===== config.mk =====
export PLATFORM = sky130hd
export DESIGN_NAME = sorted_expand_merge
export DESIGN_NICKNAME = d
export VERILOG_FILES = /design/src/rtl/sem_pkg.sv /design/src/rtl/sem_expand.sv /design/src/rtl/sem_fifo.sv /design/src/rtl/sem_select.sv /design/src/rtl/sorted_expand_merge.sv
export SDC_FILE = /design/constraint.sdc
export NUM_CORES = 1
export LEC_CHECK = 0
export BUFFER_PORTS_ARGS = -buffer_cell sky130_fd_sc_hd__buf_2
export CORE_MARGIN = 3
export CORE_UTILIZATION = 45
export CTS_CLUSTER_SIZE = 40
export DETAILED_ROUTE_END_ITERATION = 10
export PLACE_DENSITY_LB_ADDON = 0.2
export SLEW_MARGIN = 5
export SYNTH_ARGS = -nofsm -noshare
export SYNTH_HDL_FRONTEND = slang
export SYNTH_SLANG_ARGS = --single-unit

===== constraint.sdc =====
create_clock -name clk -period 5.9 [get_ports clk]
set_input_delay 1.18 -clock clk [delete_from_list [all_inputs] [get_ports clk]]
set_output_delay 1.18 -clock clk [all_outputs]
set_load 0.1 [all_outputs]

===== src/rtl/sem_pkg.sv =====
package sem_pkg;
    typedef enum logic [1:0] {
        SRC_NONE = 2'd0,
        SRC_ZERO = 2'd1,
        SRC_PEN  = 2'd2
    } src_e;
endpackage


===== src/rtl/sem_expand.sv =====
module sem_expand #(
    parameter int NB = 8,
    parameter int SW = 3
) (
    input  logic [NB-1:0] in_cost,
    input  logic [SW-1:0] in_sym,
    input  logic [NB-1:0] y_mag,
    input  logic          y_neg,
    output logic [NB-1:0] zc_cost,
    output logic [SW:0]   zc_sym,
    output logic [NB-1:0] pc_cost,
    output logic [SW:0]   pc_sym
);
    logic          hard_bit;
    logic [NB:0]   wide_sum;

    always_comb begin
        hard_bit = ~y_neg;
        wide_sum = {1'b0, in_cost} + {1'b0, y_mag};
        zc_cost  = in_cost;
        zc_sym   = {in_sym, hard_bit};
        pc_cost  = wide_sum[NB] ? {NB{1'b1}} : wide_sum[NB-1:0];
        pc_sym   = {in_sym, ~hard_bit};
    end
endmodule


===== src/rtl/sem_fifo.sv =====
module sem_fifo #(
    parameter int W     = 12,
    parameter int DEPTH = 4
) (
    input  logic         clk,
    input  logic         rst_n,
    input  logic         clr,
    input  logic         wr,
    input  logic [W-1:0] wdata,
    input  logic         rd,
    output logic [W-1:0] rdata,
    output logic         empty,
    output logic         full
);
    localparam int AW = (DEPTH > 1) ? $clog2(DEPTH) : 1;
    localparam int CW = $clog2(DEPTH + 1);

    typedef struct packed {
        logic [DEPTH-1:0][W-1:0] mem;
        logic [AW-1:0]           wp;
        logic [AW-1:0]           rp;
        logic [CW-1:0]           cnt;
    } fifo_st_t;

    fifo_st_t st_d, st_q;

    always_comb begin
        st_d = st_q;
        if (wr) begin
            st_d.mem[st_q.wp] = wdata;
            st_d.wp = (st_q.wp == AW'(DEPTH - 1)) ? '0 : st_q.wp + AW'(1);
        end
        if (rd) begin
            st_d.rp = (st_q.rp == AW'(DEPTH - 1)) ? '0 : st_q.rp + AW'(1);
        end
        st_d.cnt = st_q.cnt + CW'(wr) - CW'(rd);
        if (clr) begin
            st_d.wp  = '0;
            st_d.rp  = '0;
            st_d.cnt = '0;
        end
    end

    always_ff @(posedge clk or negedge rst_n) begin
        if (!rst_n) st_q <= '0;
        else        st_q <= st_d;
    end

    assign rdata = st_q.mem[st_q.rp];
    assign empty = (st_q.cnt == '0);
    assign full  = (st_q.cnt == CW'(DEPTH));

    // a write into a full buffer must be paired with a read
    p_no_overflow_r9: assert property (@(posedge clk) disable iff (!rst_n)
        (wr && full) |-> rd);
    // never pop an empty buffer
    p_no_underflow_r9: assert property (@(posedge clk) disable iff (!rst_n)
        rd |-> !empty);
endmodule


===== src/rtl/sem_select.sv =====
module sem_select #(
    parameter int NB = 8,
    parameter int OW = 4
) (
    input  logic [NB-1:0]  h0_cost,
    input  logic [OW-1:0]  h0_sym,
    input  logic           h0_v,
    input  logic [NB-1:0]  h1_cost,
    input  logic [OW-1:0]  h1_sym,
    input  logic           h1_v,
    input  logic           go,
    input  logic           drain_ok,
    output sem_pkg::src_e  src,
    output logic [NB-1:0]  sel_cost,
    output logic [OW-1:0]  sel_sym
);
    import sem_pkg::*;

    always_comb begin
        src = SRC_NONE;
        if (go) begin
            if (h0_v && h1_v)       src = (h1_cost < h0_cost) ? SRC_PEN : SRC_ZERO;
            else if (h0_v)          src = SRC_ZERO;
            else if (h1_v && drain_ok) src = SRC_PEN;
        end
        sel_cost = (src == SRC_PEN) ? h1_cost : h0_cost;
        sel_sym  = (src == SRC_PEN) ? h1_sym  : h0_sym;
    end
endmodule


===== src/rtl/sorted_expand_merge.sv =====
module sorted_expand_merge #(
    parameter int NB = 8,
    parameter int SW = 3,
    parameter int NM = 10
) (
    input  logic          clk,
    input  logic          rst_n,
    input  logic          clr,
    input  logic          in_valid,
    input  logic [NB-1:0] in_cost,
    input  logic [SW-1:0] in_sym,
    input  logic [NB-1:0] y_mag,
    input  logic          y_neg,
    output logic          out_valid,
    output logic [NB-1:0] out_cost,
    output logic [SW:0]   out_sym
);
    import sem_pkg::*;

    localparam int OW    = SW + 1;
    localparam int S_IN  = ((2 ** SW) < NM) ? (2 ** SW) : NM;
    localparam int S_OUT = ((2 ** OW) < NM) ? (2 ** OW) : NM;
    localparam int PEN_D = S_OUT / 2;
    localparam int ZER_D = (S_OUT - 1) / 2 + 1;
    localparam int ICW   = $clog2(S_IN + 1);
    localparam int OCW   = $clog2(S_OUT + 1);
    localparam int EW    = NB + OW;

    typedef struct packed {
        logic [ICW-1:0] in_cnt;
        logic [OCW-1:0] out_cnt;
        logic           ov;
        logic [NB-1:0]  oc;
        logic [OW-1:0]  os;
    } stage_st_t;

    stage_st_t st_d, st_q;

    logic [NB-1:0] zc_cost, pc_cost, h0_cost, h1_cost, sel_cost;
    logic [OW-1:0] zc_sym, pc_sym, h0_sym, h1_sym, sel_sym;
    logic [EW-1:0] h0_raw, h1_raw;
    logic          wr0, wr1, rd0, rd1, e0, e1, f0, f1, go, drain_ok;
    src_e          src;

    sem_expand #(.NB(NB), .SW(SW)) u_expand (
        .in_cost(in_cost), .in_sym(in_sym), .y_mag(y_mag), .y_neg(y_neg),
        .zc_cost(zc_cost), .zc_sym(zc_sym), .pc_cost(pc_cost), .pc_sym(pc_sym)
    );

    assign wr0      = in_valid && !clr && (st_q.in_cnt < ICW'(S_IN));
    assign wr1      = wr0 && (st_q.in_cnt < ICW'(PEN_D));
    assign go       = !clr && (st_q.out_cnt < OCW'(S_OUT));
    assign drain_ok = (st_q.in_cnt == ICW'(S_IN));

    sem_fifo #(.W(EW), .DEPTH(ZER_D)) u_fifo_zero (
        .clk(clk), .rst_n(rst_n), .clr(clr),
        .wr(wr0), .wdata({zc_cost, zc_sym}), .rd(rd0),
        .rdata(h0_raw), .empty(e0), .full(f0)
    );

    sem_fifo #(.W(EW), .DEPTH(PEN_D)) u_fifo_pen (
        .clk(clk), .rst_n(rst_n), .clr(clr),
        .wr(wr1), .wdata({pc_cost, pc_sym}), .rd(rd1),
        .rdata(h1_raw), .empty(e1), .full(f1)
    );

    assign {h0_cost, h0_sym} = h0_raw;
    assign {h1_cost, h1_sym} = h1_raw;

    sem_select #(.NB(NB), .OW(OW)) u_select (
        .h0_cost(h0_cost), .h0_sym(h0_sym), .h0_v(!e0),
        .h1_cost(h1_cost), .h1_sym(h1_sym), .h1_v(!e1),
        .go(go), .drain_ok(drain_ok),
        .src(src), .sel_cost(sel_cost), .sel_sym(sel_sym)
    );

    assign rd0 = (src == SRC_ZERO);
    assign rd1 = (src == SRC_PEN);

    always_comb begin
        st_d        = st_q;
        st_d.in_cnt = st_q.in_cnt + ICW'(wr0);
        st_d.ov     = (src != SRC_NONE);
        if (src != SRC_NONE) begin
            st_d.out_cnt = st_q.out_cnt + OCW'(1);
            st_d.oc      = sel_cost;
            st_d.os      = sel_sym;
        end
        if (clr) begin
            st_d.in_cnt  = '0;
            st_d.out_cnt = '0;
            st_d.ov      = 1'b0;
        end
    end

    always_ff @(posedge clk or negedge rst_n) begin
        if (!rst_n) st_q <= '0;
        else        st_q <= st_d;
    end

    assign out_valid = st_q.ov;
    assign out_cost  = st_q.oc;
    assign out_sym   = st_q.os;

    // consecutive emitted costs never decrease
    p_order_r4: assert property (@(posedge clk) disable iff (!rst_n)
        (out_valid && $past(out_valid)) |-> (out_cost >= $past(out_cost)));
    // equal heads resolve to the zero-cost stream
    p_tie_r5: assert property (@(posedge clk) disable iff (!rst_n)
        (go && !e0 && !e1 && (h0_cost == h1_cost)) |-> rd0);
    // the emitted count never passes the list length
    p_len_r6: assert property (@(posedge clk) disable iff (!rst_n)
        st_q.out_cnt <= OCW'(S_OUT));
    // once a list has started, inputs keep coming every cycle until it is complete
    p_contig_r7: assert property (@(posedge clk) disable iff (!rst_n)
        (!clr && (st_q.in_cnt != '0) && (st_q.in_cnt < ICW'(S_IN))) |-> in_valid);
    // a clear silences the output in the next cycle
    p_clr_r10: assert property (@(posedge clk) disable iff (!rst_n)
        $past(clr) |-> !out_valid);
endmodule


==> results of run 1 <==
-- layout make-up --
type / instances / area (µm²) / area share
flip-flops and latches: 159 / 3980 / 0.440
multi-input cells: 437 / 3800 / 0.421
clock buffers: 17 / 425 / 0.0471
clock inverters: 15 / 208 / 0.0230
well taps: 225 / 282 / 0.0311
repair buffers: 41 / 224 / 0.0248
inverters: 32 / 120 / 0.0133
-- routing by layer --
layer / GRT usage / up-vias
met5: 0 / -
met4: 0.0469 / 0
met3: 0.0495 / 19
met2: 0.312 / 61
met1: 0.256 / 2681
li1: - / 2469
-- worst register-to-register path: cells and delay by family (launching register included) --
| kind | cells | cell delay, ps |
|---|---|---|
| flip-flops | 1 | 980 |
| AO/OA/AOI/OAI | 2 | 490 |
| adder cells (fa/ha/maj) | 4 | 1140 |
| multiplexers | 1 | 620 |
| AND/OR/NAND/NOR | 5 | 1040 |
| buffers and inverters | 3 | 340 |
-- flip-flops by register name, summed over array words and instances, names as in the netlist --
name	cells
u_fifo_pen.st_q	69
u_fifo_zero.st_q	69
out_cost	8
st_q	8
out_sym	4
out_valid	1
-- synth_stat cells, drive strengths merged, types with 6 or more instances --
library cell,n,area (µm²)
nor2,35,134
a21o,6,45.0
mux2,106,1190
ha,30,375
o221ai,11,153
nand3,21,110
nand2,41,156
buf,34,223
clkbuf,10,37.5
nor3,7,40.0
a22oi,12,90.1
o21ai,26,130
mux4,15,338
inv,32,120
o22a,7,61.3
mux2i,18,180
a21oi,28,140
nor2b,8,57.6
dfrtp,159,3980
xnor2,7,61.3
-- power by group through the flow --
| stage | Clock [W] | Sequential [W] | Combinational, W |
|---|---|---|---|
| 2_1_floorplan | 0 | 0.00149 | 0.00126 |
| 3_3_place_gp | 0 | 0.00155 | 0.00142 |
| 3_5_place_dp | 0 | 0.00157 | 0.00146 |
| 4_1_cts | 0.00120 | 0.00155 | 0.00146 |
| 5_1_grt | 0.00126 | 0.00159 | 0.00160 |
| 6_report | 0.00117 | 0.00155 | 0.00145 |
-- logic make-up (layout without fill, tap and decap cells) --
kind of cell / count (synthesis) / in the layout / synth area share
compound gates: 116 / 116 / 0.105
xor+xnor: 10 / 10 / 0.0108
fa+ha+maj: 33 / 33 / 0.0535
buf+inv: 76 / 105 / 0.0467
flops: 159 / 159 / 0.489
mux: 139 / 139 / 0.210
simple gates: 139 / 139 / 0.0850
-- per-stage QoR --
stage | area, µm² | hold WS (ps) | cells
6_report | 9040 | 485 | 926
2_1_floorplan | 8140 | 445 | 672
3_5_place_dp | 8410 | 470 | 894
3_3_place_gp | 8410 | 457 | 894
4_1_cts | 9040 | 485 | 926
5_1_grt | 9040 | 511 | 926
-- worst paths after layout --
check,to,cells after the start
max in group asynchronous,u_fifo_zero.st_q[31],2
worst min register to register,u_fifo_zero.st_q[62],2
worst max-delay path,u_fifo_pen.st_q[1],15
worst max register to register,u_fifo_pen.st_q[1],15
min in group asynchronous,u_fifo_pen.st_q[23],1
worst min-delay path,u_fifo_zero.st_q[62],2
==> impl_metrics.toml, run 1 <==
[status]
status = "finished, final reports clean"

[yosys]
synth_edf_count = 0
async_flop_share = 1.00
yosys_warnings = 0
synth_area_mm2 = 0.00814
yosys.cell_types.count = 63
syn_area_per_cell_um2 = 12.1
yosysSeqAreaShare = 0.489
synth-seq-cells = 159
ys.flop_type = "dfrtp_1"
syn_inst = 672
syn_nets = 729

[clocking]
clk_latency_ps = 430
postCtsSetupRepairBufs = 0
htreeDepth = 4
clkTransAtPathRegs_ps = 60
ctsRootBufferMaster = "clkbuf_16"
cts_resized = 0
clock_sinks = 159
hold_buffers = 0
cts_buffers = 17
cts_tree = "yes"
clockBufferDepth = 2

[routing]
routed_wl_um = 17700
dr_wl_met3_um = 605
ant_nets = 0
met1_length_um = 8100
wl_met2_um = 8830
drt_first_pass_iters = 5
via_per_inst = 5.65
num_vias = 5230
wire_per_inst_um = 19.2
drt_iter0_drc = 285
drc = 0
dr.max_layer_used = "met4"

[die]
io_pins = 37
initial_core_util = 0.466
core_area_mm2 = 0.0175
die_area_mm2 = 0.0197
die_y_um = 141
num_rows = 48
die_w_um = 141

[worst_setup_path]
path_class = "flop to flop"
cpPeakStageDelay_ps = 980
startpoint = "u_fifo_zero.st_q[3]"
rr_startpoint = "u_fifo_zero.st_q[3]"
crit_top_cell = "ha_1"
arrival_ps = 5020
cpLargestDelayFamily = "adder cells"
cp_max_fo = 18
rrSetupSlack_ps = 1170
cp-start-kind = "flop"
required_ps = 6190
path_cells = "mux4_2, a22oi_1, ha_1, a211oi_2, nor2_1, or3_4, nor4_2, nor2_1, buf_4, inv_1, ha_1, inv_1, ha_1, fa_1, nor2b_1"
cp_slowest_cell = "dfrtp_1"
path_buf_inv = 3
worstSetupEndpointType = "flop"

[timing]
hold_viol = 0
period_share = 0.802
finClkSkew_ps = 6.13
fin_crit_ps = 4730
finalSetupViolCount = 0
finalWorstSetupSlack_ps = 1170
rsz0062_at_grt = "no"
fin_setup_tns_ps = 0
finalMaxSlewViolations = 0
slew_headroom = 0.333
tightest_slew_ps = 1000
fmax_mhz = 211

[pwr]
ir_drop_mv = 0.328
internal_power_w = 0.00264
pwr-share-seq = 0.371
power.switching_w = 0.00153
switching_share = 0.367
p_per_area_mw_per_mm2 = 462
combPwrFrac = 0.348
p_total_w = 0.00417
power.leakage_nw = 4.09
power_frac_clock = 0.281

[hold_path]
hold_path.class = "flop to flop"
holdCritStartpoint = "u_fifo_zero.st_q[62]"

[grt]
grt_max_degree = 110
antenna_found_initial = 0
grt_pass1_vias = 5435
grt_pass1_wl_um = 29400
grt_usage = 0.191
grt.overflow.total = 0

[layout]
nets = 745
fillers = 1515
drive_gt1_frac = 0.312
area_growth_syn_to_layout_pct = 11.0
final_common_cell = "dfrtp_1"
diodes = 0
final_util = 0.517
final_cell_mix = "dfrtp_1 (159), mux2_2 (106), nand2_1 (40)"

[place]
buffer_ports.inserted = 36
gp_congestion = 0.835
post-place-ws_ps = 1160
dp_hpwl_um = 12600

[flow_run]
maxCapViolCount = 0
No activity file was read; power rests on OpenSTA's default activity.
==> inputs of run 2 (changes only) <==
==> constraint.sdc (replaced) <==
create_clock -name clk -period 4.9 [get_ports clk]
set_input_delay 0.98 -clock clk [delete_from_list [all_inputs] [get_ports clk]]
set_output_delay 0.98 -clock clk [all_outputs]
set_load 0.1 [all_outputs]
==> run 2 against run 1 <==
Highest routed layer unchanged. Sequential share of layout area down 0.13 points. Critical path type unchanged. Clock power rose by 20%. Final area up 0.30%.
==> impl_metrics.toml, run 2 (same netlist as run 1, synthesis figures left out) <==
[die]
core_area_mm2 = 0.0175
io_pins = 37
die_area_mm2 = 0.0197
num_rows = 48
die_w_um = 141
initial_core_util = 0.466
die_y_um = 141

[clocking]
htreeDepth = 4
ctsRootBufferMaster = "clkbuf_16"
clkTransAtPathRegs_ps = 70
clk_latency_ps = 430
cts_tree = "yes"
cts_resized = 0
clockBufferDepth = 2
cts_buffers = 17
clock_sinks = 159
hold_buffers = 0
postCtsSetupRepairBufs = 0

[timing]
tightest_slew_ps = 1040
slew_headroom = 0.305
fin_setup_tns_ps = 0
fin_crit_ps = 4370
finalSetupViolCount = 0
period_share = 0.892
hold_viol = 0
fmax_mhz = 229
finClkSkew_ps = 8.46
rsz0062_at_grt = "no"
fin_hold_ws_ps = 483
finalMaxSlewViolations = 0

[grt]
grt_pass1_vias = 5535
grt.overflow.total = 0
antenna_found_initial = 0
grt_usage = 0.190
grt_pass1_wl_um = 29500
grt_max_degree = 115

[pwr]
pwr-share-seq = 0.366
switching_share = 0.374
power_frac_clock = 0.278
internal_power_w = 0.00315
ir_drop_mv = 0.401
power.switching_w = 0.00188
combPwrFrac = 0.356
p_total_w = 0.00503
power.leakage_nw = 4.11
p_per_area_mw_per_mm2 = 554

[worst_setup_path]
cp-start-kind = "flop"
reg2reg_to = "u_fifo_pen.st_q[1]"
arrival_ps = 4660
cpPeakStageDelay_ps = 800
reg2reg_depth = 16
required_ps = 5190
worstSetupEndpointType = "flop"
rr_startpoint = "u_fifo_pen.st_q[5]"
path_cells = "inv_2, nand2_1, o22a_1, inv_1, ha_1, a211oi_2, nor2_1, or3_4, o41ai_2, nor2_1, inv_1, ha_1, inv_1, ha_1, fa_1, nor2b_1"
cp_slowest_cell = "dfrtp_1"
path_class = "flop to flop"
rrSetupSlack_ps = 530
cp_max_fo = 17

[place]
gp_congestion = 0.814
dp_hpwl_um = 12800
buffer_ports.inserted = 36
placed_cells = 899
placed_area_mm2 = 0.00845

[layout]
stdcell_area_mm2 = 0.00907
final_cells = 931
diodes = 0
top_regs = "u_fifo_pen.st_q: 69 flops, u_fifo_zero.st_q: 69 flops"
nets = 750
drive_gt1_frac = 0.317
final_cell_mix = "dfrtp_1 (159), mux2_2 (106), nand2_1 (40)"
final_common_cell = "dfrtp_1"
area_growth_syn_to_layout_pct = 11.4

[hold_path]
holdCritStartpoint = "u_fifo_pen.st_q[55]"
hold-path-cell-count = 2
hold-path-endpoint = "u_fifo_pen.st_q[55]"
hold_path.class = "flop to flop"

[routing]
num_vias = 5280
routed_wl_um = 17900
ant_nets = 0
drc = 0
drt_first_pass_iters = 5
via_per_inst = 5.67
drt_iter0_drc = 337
wire_per_inst_um = 19.3

[flow_run]
maxCapViolCount = 0

[status]
status = "finished, final reports clean"
run 2: cell count changes in the layout (fill, tap and decap cells not counted), sizes merged:
| cell | change |
|---|---|
| clkinvlp | -1 |
| buf | +5 |
| inv | +3 |
| bufinv | -1 |
| clkinv | -1 |
run 2: worst max path at each step:
stage / start / end / slack, ps / depth (start not counted)
2_1_floorplan: u_fifo_zero.st_q[3] / u_fifo_zero.st_q[2] / 730 / 19
3_3_place_gp: u_fifo_pen.st_q[5] / u_fifo_zero.st_q[2] / 710 / 17
3_5_place_dp: u_fifo_pen.st_q[5] / u_fifo_pen.st_q[1] / 570 / 16
4_1_cts: u_fifo_pen.st_q[5] / u_fifo_zero.st_q[2] / 570 / 17
5_1_grt: u_fifo_pen.st_q[5] / u_fifo_pen.st_q[1] / 200 / 16
6_report: u_fifo_pen.st_q[5] / u_fifo_pen.st_q[1] / 530 / 16
run 2: cell type report:
cell class	instances	area [µm²]
Clock buffer	17	425
Multi-Input combinational cell	437	3800
Fill cell	1490	8410
Sequential cell	159	3980
Inverter	32	120
Timing Repair Buffer	46	262
Clock inverter	15	198
Tap cell	225	282
run 2: through the flow:
step / utilization / setup WS, ps
final: 0.519 / 531
after global routing: 0.519 / 204
after CTS: 0.519 / 567
after detailed placement: 0.483 / 568
after global placement: 0.483 / 714
after floorplan: - / 729
run 2: worst max-delay path, delay by kind of cell, from the launching register on:
family                   cells  cell delay [ps]
AO/OA/AOI/OAI                3              980
adder cells (fa/ha/maj)      4             1100
buffers and inverters        4              360
flip-flops                   1              800
AND/OR/NAND/NOR              5              990
run 2: power by group through the flow:
stage                     sequential, W  combinational, W  clock, W
after global placement          0.00185           0.00175         0
final                           0.00184           0.00179   0.00140
after CTS                       0.00184           0.00180   0.00142
after floorplan                 0.00179           0.00152         0
after global routing            0.00188           0.00195   0.00147
after detailed placement        0.00187           0.00180         0
run 2: metal layers:
metal / wire length (µm) / vias to the layer above / global-route usage / share of wire
met5: 0 / - / 0 / 0
met4: 243 / 0 / 0.0500 / 0.014
met3: 500 / 19 / 0.0444 / 0.028
met2: 8730 / 74 / 0.312 / 0.49
met1: 8450 / 2715 / 0.256 / 0.47
li1: - / 2472 / - / -
==> inputs of run 3 (changes only) <==
--- a/config.mk
+++ b/config.mk
@@ -10,6 +10,7 @@
 export CORE_UTILIZATION = 45
 export CTS_CLUSTER_SIZE = 40
 export DETAILED_ROUTE_END_ITERATION = 10
+export GPL_TIMING_DRIVEN = 1
 export PLACE_DENSITY_LB_ADDON = 0.2
 export SLEW_MARGIN = 5
 export SYNTH_ARGS = -nofsm -noshare
==> constraint.sdc (replaced) <==
create_clock -name clk -period 4.9 [get_ports clk]
set_input_delay 0.245 -clock clk [delete_from_list [all_inputs] [get_ports clk]]
set_output_delay 0.245 -clock clk [all_outputs]
set_load 0.1 [all_outputs]
==> run 3 against run 2 <==
The flow now finishes with violations (negative hold slack). Clock-buffer cell count unchanged. Clock power decreased by 5%. Clock skew increased by 3.2 ps. Combinational power about the same. First-iteration DRC count decreased by 15%. Non-clock buffer count decreased by 2. Core utilization decreased by 0.21 points. Die area unchanged. Register-to-register slack about the same. Largest cell class unchanged. Highest routed layer unchanged.
==> impl_metrics.toml, run 3 (same netlist as run 1, synthesis figures left out) <==
[status]
status = "complete, but fails checks"
failed_checks = "negative hold slack"

[worst_setup_path]
cp_max_fo = 17
worstSetupEndpointType = "flop"
reg2reg_to = "u_fifo_pen.st_q[2]"
cp-start-kind = "flop"
arrival_ps = 4650
rrSetupSlack_ps = 540
required_ps = 5190
path_class = "flop to flop"
rr_startpoint = "u_fifo_pen.st_q[5]"
reg2reg_depth = 17

[die]
die_y_um = 141
num_rows = 48
core_area_mm2 = 0.0175
die_w_um = 141
initial_core_util = 0.466
die_area_mm2 = 0.0197
io_pins = 37

[timing]
rsz0062_at_grt = "no"
fin_hold_ws_ps = -36.1
finClkSkew_ps = 11.7
tightest_slew_ps = 1050
period_share = 0.890
slew_headroom = 0.293
finalWorstSetupSlack_ps = 541
finalSetupViolCount = 0
fin_crit_ps = 4360
fmax_mhz = 229
hold_viol = 40
fin_setup_tns_ps = 0
finalMaxSlewViolations = 0

[place]
gp_congestion = 0.833
dp_hpwl_um = 12900
post-place-ws_ps = 574
buffer_ports.inserted = 36

[clocking]
postCtsSetupRepairBufs = 0
cts_buffers = 17
ctsRootBufferMaster = "clkbuf_16"
clockBufferDepth = 2
cts_resized = 0
clock_sinks = 159
clk_latency_ps = 430
cts_tree = "yes"
clkTransAtPathRegs_ps = 70
htreeDepth = 4
hold_buffers = 0

[grt]
grt_pass1_wl_um = 29700
grt_usage = 0.191
antenna_found_initial = 0
grt.overflow.total = 0
grt_pass1_vias = 5480
grt_max_degree = 111

[routing]
routed_wl_um = 18000
ant_nets = 0
wire_per_inst_um = 19.3
drt_iter0_drc = 285
drc = 0
drt_first_pass_iters = 7
via_per_inst = 5.72
num_vias = 5318

[flow_run]
maxCapViolCount = 0

[layout]
drive_gt1_frac = 0.315
top_regs = "u_fifo_pen.st_q: 69 flops, u_fifo_zero.st_q: 69 flops"
area_growth_syn_to_layout_pct = 10.9
final_common_cell = "dfrtp_1"
nets = 748
final_cell_mix = "dfrtp_1 (159), mux2_2 (106), nand2_1 (40)"
diodes = 0

[hold_path]
hold_path.class = "input port to async pin"

[pwr]
power.leakage_nw = 4.08
p_per_area_mw_per_mm2 = 550
ir_drop_mv = 0.274
-- run 3: changes by cell type in the layout (fill, tap and decap cells not counted), sizes merged --
cell	delta
buf	-2
inv	+1
clkinv	+1
bufinv	-2
-- run 3: final cells by class --
cell class | instances | area, µm²
multi-input cells | 437 | 3810
clock buffers | 17 | 425
flip-flops and latches | 159 | 3980
inverters | 32 | 120
fillers | 1525 | 8440
well taps | 225 | 282
clock inverters | 15 | 168
repair buffers | 44 | 246
-- run 3: layer usage --
layer,wire length (µm),share of wire,global-route usage,vias to the layer above
met5,0,0,0,-
met4,238,0.013,0.0469,0
met3,633,0.035,0.0454,19
met2,8880,0.49,0.307,96
met1,8220,0.46,0.263,2731
li1,-,-,-,2472
-- run 3: where the power goes --
group / switching (W) / total (W) / leakage, nW / internal (W)
Combinational: 0.00111 / 0.00181 / 1.76 / 0.000704
Sequential: 0.000203 / 0.00183 / 2.04 / 0.00163
Clock: 0.000600 / 0.00133 / 0.286 / 0.000726
Total: 0.00191 / 0.00497 / 4.08 / 0.00306
-- run 3: worst max-delay path by stage --
| stage | to | depth (start not counted) | from |
|---|---|---|---|
| final | u_fifo_pen.st_q[2] | 17 | u_fifo_pen.st_q[5] |
| after global routing | u_fifo_zero.st_q[2] | 17 | u_fifo_pen.st_q[5] |
| after CTS | u_fifo_pen.st_q[2] | 17 | u_fifo_pen.st_q[5] |
| after detailed placement | u_fifo_pen.st_q[2] | 17 | u_fifo_pen.st_q[5] |
| after global placement | u_fifo_zero.st_q[2] | 15 | u_fifo_zero.st_q[3] |
| after floorplan | u_fifo_zero.st_q[2] | 19 | u_fifo_zero.st_q[3] |
-- run 3: per-stage QoR --
stage	instance area, µm²	hold slack (ps)	util	total power (W)	instances
final	9030	-36.1	0.517	0.00497	929
after global placement	8440	456	0.483	0.00362	897
after detailed placement	8440	464	0.483	0.00367	897
after floorplan	8140	-50.6	-	0.00331	672
after global routing	9030	33.7	0.517	0.00526	929
after CTS	9030	16.0	0.517	0.00501	929
-- run 3: worst max-delay path: stages, from the launching register on --
cell and delay (ps):
dfrtp_1 820, inv_2 160, nand2_1 280, o22a_1 230, inv_1 50, ha_1 320, a211oi_2 250, nor2_1 80
or3_4 370, nor4_2 420, nor2_1 160, inv_1 90, ha_1 130, inv_1 40, ha_1 180, fa_1 400
xnor2_1 200, nor2_1 60
